--- config.mk ---
export PLATFORM = sky130hd
export DESIGN_NAME = page_stride_detector
export DESIGN_NICKNAME = d
export VERILOG_FILES = /design/src/rtl/psd_pkg.sv /design/src/rtl/psd_entry.sv /design/src/rtl/psd_first.sv /design/src/rtl/page_stride_detector.sv
export SDC_FILE = /design/constraint.sdc
export NUM_CORES = 1
export LEC_CHECK = 0
export ABC_AREA = 1
export BUFFER_PORTS_ARGS = -buffer_cell sky130_fd_sc_hd__buf_2
export CAP_MARGIN = 25
export CORE_UTILIZATION = 55
export DETAILED_ROUTE_END_ITERATION = 8
export PLACE_DENSITY = 0.72
export SYNTH_ARGS = -nofsm -noshare
export SYNTH_HDL_FRONTEND = slang
export SYNTH_HIERARCHICAL = 1
export SYNTH_SLANG_ARGS = --single-unit
--- constraint.sdc ---
create_clock -name clk -period 7.64 [get_ports clk]
set_input_delay 0.764 -clock clk [delete_from_list [all_inputs] [get_ports clk]]
set_output_delay 0.764 -clock clk [all_outputs]
set_load 0.01 [all_outputs]
--- src/rtl/psd_pkg.sv ---
package psd_pkg;
  typedef enum logic [1:0] {
    ENT_KEEP  = 2'd0,
    ENT_LOAD  = 2'd1,
    ENT_CLEAR = 2'd2
  } ent_act_e;
endpackage

--- src/rtl/psd_entry.sv ---
module psd_entry
  import psd_pkg::*;
#(
  parameter int LINE_W  = 26,
  parameter int DELTA_W = 13,
  parameter int CNT_W   = 3
) (
  input  logic               clk,
  input  logic               rst_n,
  input  ent_act_e           act,
  input  logic [LINE_W-1:0]  ld_line,
  input  logic [DELTA_W-1:0] ld_delta,
  input  logic [CNT_W-1:0]   ld_cnt,
  output logic               vld,
  output logic [LINE_W-1:0]  line,
  output logic [DELTA_W-1:0] delta,
  output logic [CNT_W-1:0]   cnt
);
  always_ff @(posedge clk) begin
    if (!rst_n) begin
      vld   <= 1'b0;
      line  <= '0;
      delta <= '0;
      cnt   <= '0;
    end else begin
      case (act)
        ENT_LOAD: begin
          vld   <= 1'b1;
          line  <= ld_line;
          delta <= ld_delta;
          cnt   <= ld_cnt;
        end
        ENT_CLEAR: begin
          vld   <= 1'b0;
          line  <= '0;
          delta <= '0;
          cnt   <= '0;
        end
        default: ;
      endcase
    end
  end
endmodule

--- src/rtl/psd_first.sv ---
module psd_first #(
  parameter int N  = 8,
  localparam int IW = (N > 1) ? $clog2(N) : 1
) (
  input  logic [N-1:0]  req,
  output logic          found,
  output logic [IW-1:0] idx
);
  always_comb begin
    found = 1'b0;
    idx   = '0;
    for (int i = N - 1; i >= 0; i--) begin
      if (req[i]) begin
        found = 1'b1;
        idx   = IW'(i);
      end
    end
  end
endmodule

--- src/rtl/page_stride_detector.sv ---
module page_stride_detector
  import psd_pkg::*;
#(
  parameter int ADDR_W       = 32,
  parameter int LINE_LG      = 6,
  parameter int PAGE_LG      = 12,
  parameter int ENTRIES      = 8,
  parameter int TRAIN_THRESH = 4,
  localparam int STRIDE_W    = PAGE_LG - LINE_LG + 1
) (
  input  logic                       clk,
  input  logic                       rst_n,
  input  logic                       miss_valid,
  output logic                       miss_ready,
  input  logic [ADDR_W-1:0]          miss_addr,
  output logic                       hit_o,
  output logic                       alloc_valid,
  input  logic                       alloc_ready,
  output logic signed [STRIDE_W-1:0] alloc_stride
);
  localparam int LINE_W  = ADDR_W - LINE_LG;
  localparam int PL      = PAGE_LG - LINE_LG;
  localparam int DELTA_W = PAGE_LG + 1;
  localparam int IW      = (ENTRIES > 1) ? $clog2(ENTRIES) : 1;
  localparam int CNT_W   = $clog2(TRAIN_THRESH + 2);

  logic [LINE_W-1:0]  e_line  [ENTRIES];
  logic [DELTA_W-1:0] e_delta [ENTRIES];
  logic [CNT_W-1:0]   e_cnt   [ENTRIES];
  logic [ENTRIES-1:0] e_vld;
  logic [ENTRIES-1:0] match;
  ent_act_e           e_act   [ENTRIES];

  logic               fire, found, do_alloc, nz, same;
  logic [IW-1:0]      hit_idx, rr_ptr;
  logic [LINE_W-1:0]  new_line, sel_line;
  logic [DELTA_W-1:0] sel_delta, delta, ld_delta;
  logic [CNT_W-1:0]   sel_cnt, cnt_inc, cnt_nxt, ld_cnt;
  logic signed [STRIDE_W-1:0] line_diff;
  logic signed [DELTA_W-1:0]  delta_s;

  assign miss_ready = !alloc_valid || alloc_ready;
  assign fire       = miss_valid && miss_ready;
  assign new_line   = miss_addr[ADDR_W-1:LINE_LG];

  // page compare per slot
  for (genvar g = 0; g < ENTRIES; g++) begin : g_slot
    assign match[g] = e_vld[g] && (e_line[g][LINE_W-1:PL] == new_line[LINE_W-1:PL]);

    always_comb begin
      e_act[g] = ENT_KEEP;
      if (fire && found && hit_idx == IW'(g))
        e_act[g] = do_alloc ? ENT_CLEAR : ENT_LOAD;
      else if (fire && !found && rr_ptr == IW'(g))
        e_act[g] = ENT_LOAD;
    end

    psd_entry #(.LINE_W(LINE_W), .DELTA_W(DELTA_W), .CNT_W(CNT_W)) u_ent (
      .clk(clk), .rst_n(rst_n), .act(e_act[g]),
      .ld_line(new_line), .ld_delta(ld_delta), .ld_cnt(ld_cnt),
      .vld(e_vld[g]), .line(e_line[g]), .delta(e_delta[g]), .cnt(e_cnt[g])
    );
  end

  psd_first #(.N(ENTRIES)) u_first (.req(match), .found(found), .idx(hit_idx));

  assign sel_line  = e_line[hit_idx];
  assign sel_delta = e_delta[hit_idx];
  assign sel_cnt   = e_cnt[hit_idx];

  // byte difference inside one page, signed
  assign line_diff = $signed({1'b0, new_line[PL-1:0]}) - $signed({1'b0, sel_line[PL-1:0]});
  assign delta     = {line_diff, {LINE_LG{1'b0}}};
  assign delta_s   = $signed(delta);
  assign nz        = (delta != '0);
  assign same      = (delta == sel_delta);
  assign cnt_inc   = sel_cnt + 1'b1;

  always_comb begin
    if (!nz)       cnt_nxt = sel_cnt;
    else if (same) cnt_nxt = cnt_inc;
    else           cnt_nxt = '0;
  end

  assign do_alloc = fire && found && nz && same && (cnt_inc > CNT_W'(TRAIN_THRESH));
  assign ld_delta = found ? delta : '0;
  assign ld_cnt   = found ? cnt_nxt : '0;

  logic signed [DELTA_W-1:0] stride_full;
  assign stride_full = delta_s >>> LINE_LG;

  always_ff @(posedge clk) begin
    if (!rst_n) begin
      rr_ptr       <= '0;
      hit_o        <= 1'b0;
      alloc_valid  <= 1'b0;
      alloc_stride <= '0;
    end else begin
      hit_o <= fire && found;
      if (fire && !found)
        rr_ptr <= (rr_ptr == IW'(ENTRIES - 1)) ? '0 : rr_ptr + 1'b1;
      if (do_alloc) begin
        alloc_valid  <= 1'b1;
        alloc_stride <= stride_full[STRIDE_W-1:0];
      end else if (alloc_ready) begin
        alloc_valid  <= 1'b0;
      end
    end
  end

  // a page lives in at most one slot
  assert_single_page_R2: assert property (@(posedge clk) disable iff (!rst_n)
    fire |-> $onehot0(match));
  // hit pulse only follows an accepted miss
  assert_hit_follows_accept_R3: assert property (@(posedge clk) disable iff (!rst_n)
    hit_o |-> $past(fire));
  // a fresh allocation is accompanied by a hit on the same miss
  assert_alloc_with_hit_R5: assert property (@(posedge clk) disable iff (!rst_n)
    $rose(alloc_valid) |-> hit_o);
  // zero stride is never requested
  assert_no_zero_stride_R6: assert property (@(posedge clk) disable iff (!rst_n)
    alloc_valid |-> alloc_stride != '0);
  // a stalled request holds
  assert_alloc_hold_R7: assert property (@(posedge clk) disable iff (!rst_n)
    (alloc_valid && !alloc_ready) |=> (alloc_valid && $stable(alloc_stride)));
  // nothing is taken while stalled
  assert_stall_no_hit_R7: assert property (@(posedge clk) disable iff (!rst_n)
    (alloc_valid && !alloc_ready) |=> !hit_o);
endmodule

Yosys cells after proc, flatten, opt, wreduce, memory -nomap -nowiden
Index checks and enable logic that the tools add are counted.

storage, ports and cells
  output and inout bits = 10
  bits in registers = 356
  word-level logic and storage cells = 207
  bits in latches = 0
  memories kept = 0
  bits in read-only memories = 0
  bits in writable memories = 0
  input bits = 36

cells by class
  bitwise operators = 1
  mux-type cells = 81
  $mul = 0
  eq/ne operators = 39
  reductions and logical operators = 45
  add/subtract/negate cells = 3
  $lt $le $gt $ge = 2
  divide/modulo/power cells = 0
  shift-type cells = 0

operator list
  kind                                                 number
  one-hot mux 26 bit (2 select lines)                  8
  one-hot mux 13 bit (2 select lines)                  8
  equality test 20 bit                                 8
  binary-select mux 26 bit (select 3 bit)              1
  one-hot mux 3 bit (2 select lines)                   8
  2-to-1 mux 3 bit                                     14
  binary-select mux 13 bit (select 3 bit)              1
  2-to-1 mux 13 bit                                    3
  logical AND 1 bit                                    30
  equality test 3 bit, second input constant           8
  2-to-1 mux 1 bit                                     18
  2-to-1 mux 2 bit                                     9
  nonzero test 2 bit                                   9
  equality test 2 x 1 -> 1 bit, second input constant  8
  equality test 2 bit, second input constant           8
  one-hot mux 1 bit (2 select lines)                   8
  equality test 13 bit                                 1
  nonzero test 13 bit                                  1
  equality test 3 x 2 -> 1 bit, second input constant  4
  2-to-1 mux 6 bit                                     2
  binary-select mux 3 bit (select 3 bit)               1
  subtractor 6 x 6 -> 7 bit                            1
  adder 3 x 1 -> 3 bit, second input constant          2
  equality test 3 x 1 -> 1 bit, second input constant  2
  6 further kinds                                      8

Logic depth before layout (Yosys ltp)
  depth after elaboration = 23
  gate-level depth with buffers = 47
  depth with buffers taken out = 41

Cells and area by module
Netlist, hierarchy kept.

modules (own cells, without submodules)
  module                area an instance (um2)  times used  cells each  sequential area each (um2)
  psd_entry             1542.7                  8           190         860.8
  page_stride_detector  4763.3                  1           899         240.2
  psd_first             98.8                    1           22          0.0

Worst setup path after synthesis
Ideal clock, no wire load.

  kind = input to register
  start = input miss_addr[24]
  end = register g_slot[6].u_ent.cnt[0]
  buffers on the path = 7
  arrival = 6.120 ns
  setup slack = 1.450 ns
  data required time = 7.570 ns
  library setup time = 0.070 ns
  stages = 39
  path through = clkbuf_1 inv_1 nand2_1 o21ai_0 a221oi_1 nand4_1 nor2_1 inv_1 nand2_1 nand2_1 nand2_1 nand2_1 a21oi_1 buf_4 nand2_4 inv_2 buf_2 buf_1 (+3 left out) inv_1 fa_1 xor2_1 nor3_1 nand3_1 nor2_1 nor2_1 nand3_2 buf_2 nand3_1 o21ai_0 inv_1 ha_1 buf_6 nor2_8 buf_6 nand2_1 a21oi_1

RTL lines
  item                    line                        RTL
  start: declaration      page_stride_detector.sv:15  input logic [ADDR_W-1:0] miss_addr,
  end signal: assignment  psd_entry.sv:31             cnt <= ld_cnt;
  end: declaration        psd_entry.sv:17             output logic [CNT_W-1:0] cnt

==> impl_metrics.yaml <==
run_status:
  status: "completed"
placed_design:
  place_congestion: 0.905
  io_buffer_count: 39
  placed_cell_area_sq_um: 18100
  dp_cells: 2873
  dp_hpwl_mm: 35.7
grt:
  grt_pass1_vias: 15600
  antenna_found_initial: 0
  globalRouteOverflowTotal: 0
  globalRouteTotalUtil: 0.338
  grt_pass1_wl_mm: 83.5
  grt_max_degree: 44
worst_hold_path:
  hold_class: "flip-flop to flip-flop"
synth:
  ys_ff_latch: 356
  synth_edf_count: 0
  yosysWarnings: 6
  synthArstFlopShare: 0
  synth_top_cell_by_area: "dfxtp_1"
  avgSynthCellArea_sq_um: 7.05
  yosysSeqAreaShare: 0.414
  yosysUniqueCellTypes: 43
  synth_top_area_share: 0.414
  synth.area.top_cells: "dfxtp_1 41%, nand2_1 20%, a21oi_1 11%"
  syn_area_sq_um: 17200
  synthCells: 2441
  synthFlopType: "dfxtp_1"
final_layout:
  antenna-diode-count: 0
  syn_to_final_growth_pct: 12.3
  fin_util: 0.630
  stdcell_count: 2942
  finalNetCount: 2585
  drive_gt1_frac: 0.0864
  fillers: 2765
  fin_area_sq_um: 19300
clocking:
  root_buffer: "clkbuf_16"
  htree_levels: 2
  cts_sinks: 356
  cts_buffer_depth: 3
  clkLatencyLatePin_ns: 0.53
  ctsHoldBuffers: 0
  postCtsSetupRepairBufs: 0
  cts.repair.resized: 0
  cts_buffers: 39
  cts.clk_slew.worst_paths_ns: 0.06
  cts_tree: "yes"
critical_path:
  cp.arrival_ns: 7.44
  cp-end-kind: "flip-flop"
  critPathMaxFanout: 20
  slowest_stage: "nor4_1"
  start_kind: "input pin"
  crit_top_cell: "nand2_1"
  cp.required_ns: 8.06
  critPathMaxStageDelay_ns: 0.46
  critPathKind: "input pin to flip-flop"
floorplan:
  initial_core_util: 0.561
  die_h_microns: 179
  core_area_sq_um: 30700
  io_pins: 46
  dieArea_sq_um: 32000
  rows: 64
  die_w_microns: 179
route:
  routed_wl_mm: 54.1
  vias_per_cell: 5.72
  wl_per_cell_microns: 18.4
  ant_nets: 0
  drc: 0
  initialDrtViolationCount: 1883
  vias: 16800
  first_pass_iters: 6
sta:
  rsz0062_at_grt: "no"
  setup-violations-final: 0
  hold_viol: 0
  period_minus_slack_ns: 7.02
  period_share: 0.919
  setup_tns_ns: 0
  slew_violations: 0
  skew_ns: 0.0254
  slew_headroom: 0.447
  max_freq_mhz: 142
  worst_pin_slew_ns: 0.829
power:
  power_density_nw_per_um2: 213
  p_leak_nw: 7.13
  ir_drop_uv: 169
flow_run:
  maxCapViolCount: 0
==> per-layer routing <==
| metal | wire [microns] | vias up | part of all wire | GRT usage |
|---|---|---|---|---|
| met3 | 5530 | 122 | 0.10 | 0.0606 |
| met2 | 24500 | 822 | 0.45 | 0.546 |
| met1 | 22300 | 7839 | 0.41 | 0.448 |
| met5 | 0 | - | 0 | 0 |
| met4 | 1840 | 0 | 0.034 | 0.124 |
| li1 | - | 8059 | - | - |
==> path summary, 6_finish.rpt <==
kind | startpoint | end | slack (ns) | cells after the start
min | g_slot[4].u_ent/delta[10] | g_slot[4].u_ent/delta[10] | 0.46 | 2
max | miss_addr[16] | g_slot[7].u_ent/line[23] | 0.62 | 36
max reg2reg | g_slot[3].u_ent/vld | g_slot[7].u_ent/line[23] | 0.87 | 35
min reg2reg | g_slot[4].u_ent/delta[10] | g_slot[4].u_ent/delta[10] | 0.46 | 2
==> synthesized netlist by cell type (8+ instances only) <==
cell	number
a211oi_1	13
a21oi_1	362
a221oi_1	26
a22oi_1	18
buf_2	45
buf_6	41
clkbuf_1	53
clkinv_1	12
dfxtp_1	356
ha_1	30
inv_1	128
nand2_1	916
nand3_1	57
nand4_1	23
nor2_1	132
nor2_8	8
nor3_1	9
nor4_1	15
o21ai_0	62
o22ai_1	33
xnor2_1	14
xor2_1	38
==> cell type report <==
cell class,count,area (sq um),share of cell area
Sequential cell,356,7130,0.369
Multi-Input combinational cell,1841,8800,0.456
Timing Repair Buffer,134,1110,0.0574
Clock inverter,5,40.0,0.00207
Tap cell,396,495,0.0257
Inverter,146,548,0.0284
Clock buffer,64,1190,0.0617
==> critical path, delay by kind of cell <==
| family | cells | cell delay, ns |
|---|---|---|
| and+or+nand+nor | 19 | 2.55 |
| buffers and inverters | 10 | 2.15 |
| adders and majority gates | 3 | 1.03 |
| AOI/OAI and AO/OA | 4 | 0.88 |
==> placed cells by master, fill, tap and decap left out, types with 3 or more instances in the layout <==
cell / instances
nor2_4: 3
buf_2: 39
ha_1: 25
clkinv_2: 3
clkbuf_1: 14
nor2_8: 8
buf_4: 79
nand3_1: 57
o22ai_1: 33
a22oi_1: 18
inv_2: 6
a211oi_1: 13
a22o_1: 5
nor2_1: 132
nor4_1: 15
nand4_1: 23
buf_12: 16
xor2_1: 38
conb_1: 48
inv_1: 128
clkinv_1: 12
nor3_1: 9
a21oi_1: 361
ha_2: 5
a221oi_1: 26
clkbuf_8: 10
o2111ai_1: 6
a31oi_1: 3
nand3b_1: 5
clkbuf_16: 40
nand2_1: 916
xnor2_1: 14
dfxtp_1: 356
o21ai_0: 62
==> flip-flops by register name (all words and copies together) (netlist names) <==
register            flops
alloc_stride            7
alloc_valid             1
g_slot.u_ent/cnt       24
g_slot.u_ent/delta    104
g_slot.u_ent/line     208
g_slot.u_ent/vld        8
hit_o                   1
rr_ptr                  3
==> cell families after synthesis <==
kind of cell,count (synthesis),share of synthesized area
simple gates,1177,0.280
compound gates,533,0.171
flops,356,0.414
buf+inv,291,0.0853
xor+xnor,52,0.0265
fa+ha+maj,31,0.0230
other cells,1,0.000218
==> power breakdown <==
| part | leakage, nW | switching (mW) | total (mW) | internal (mW) |
|---|---|---|---|---|
| logic | 3.64 | 0.264 | 0.381 | 0.118 |
| clock network | 0.605 | 0.758 | 1.82 | 1.06 |
| registers | 2.88 | 0.0240 | 1.92 | 1.89 |
==> per-stage QoR <==
stage	hold slack, ns	setup WS, ns	power [mW]
global route	0.478	0.0473	4.24
CTS	0.461	0.827	4.13
global placement	0.449	0.381	2.31
finish	0.462	0.622	4.12
floorplan	0.441	1.45	2.18
detailed placement	0.452	0.329	2.32
Power figures use the tool's default switching activity.
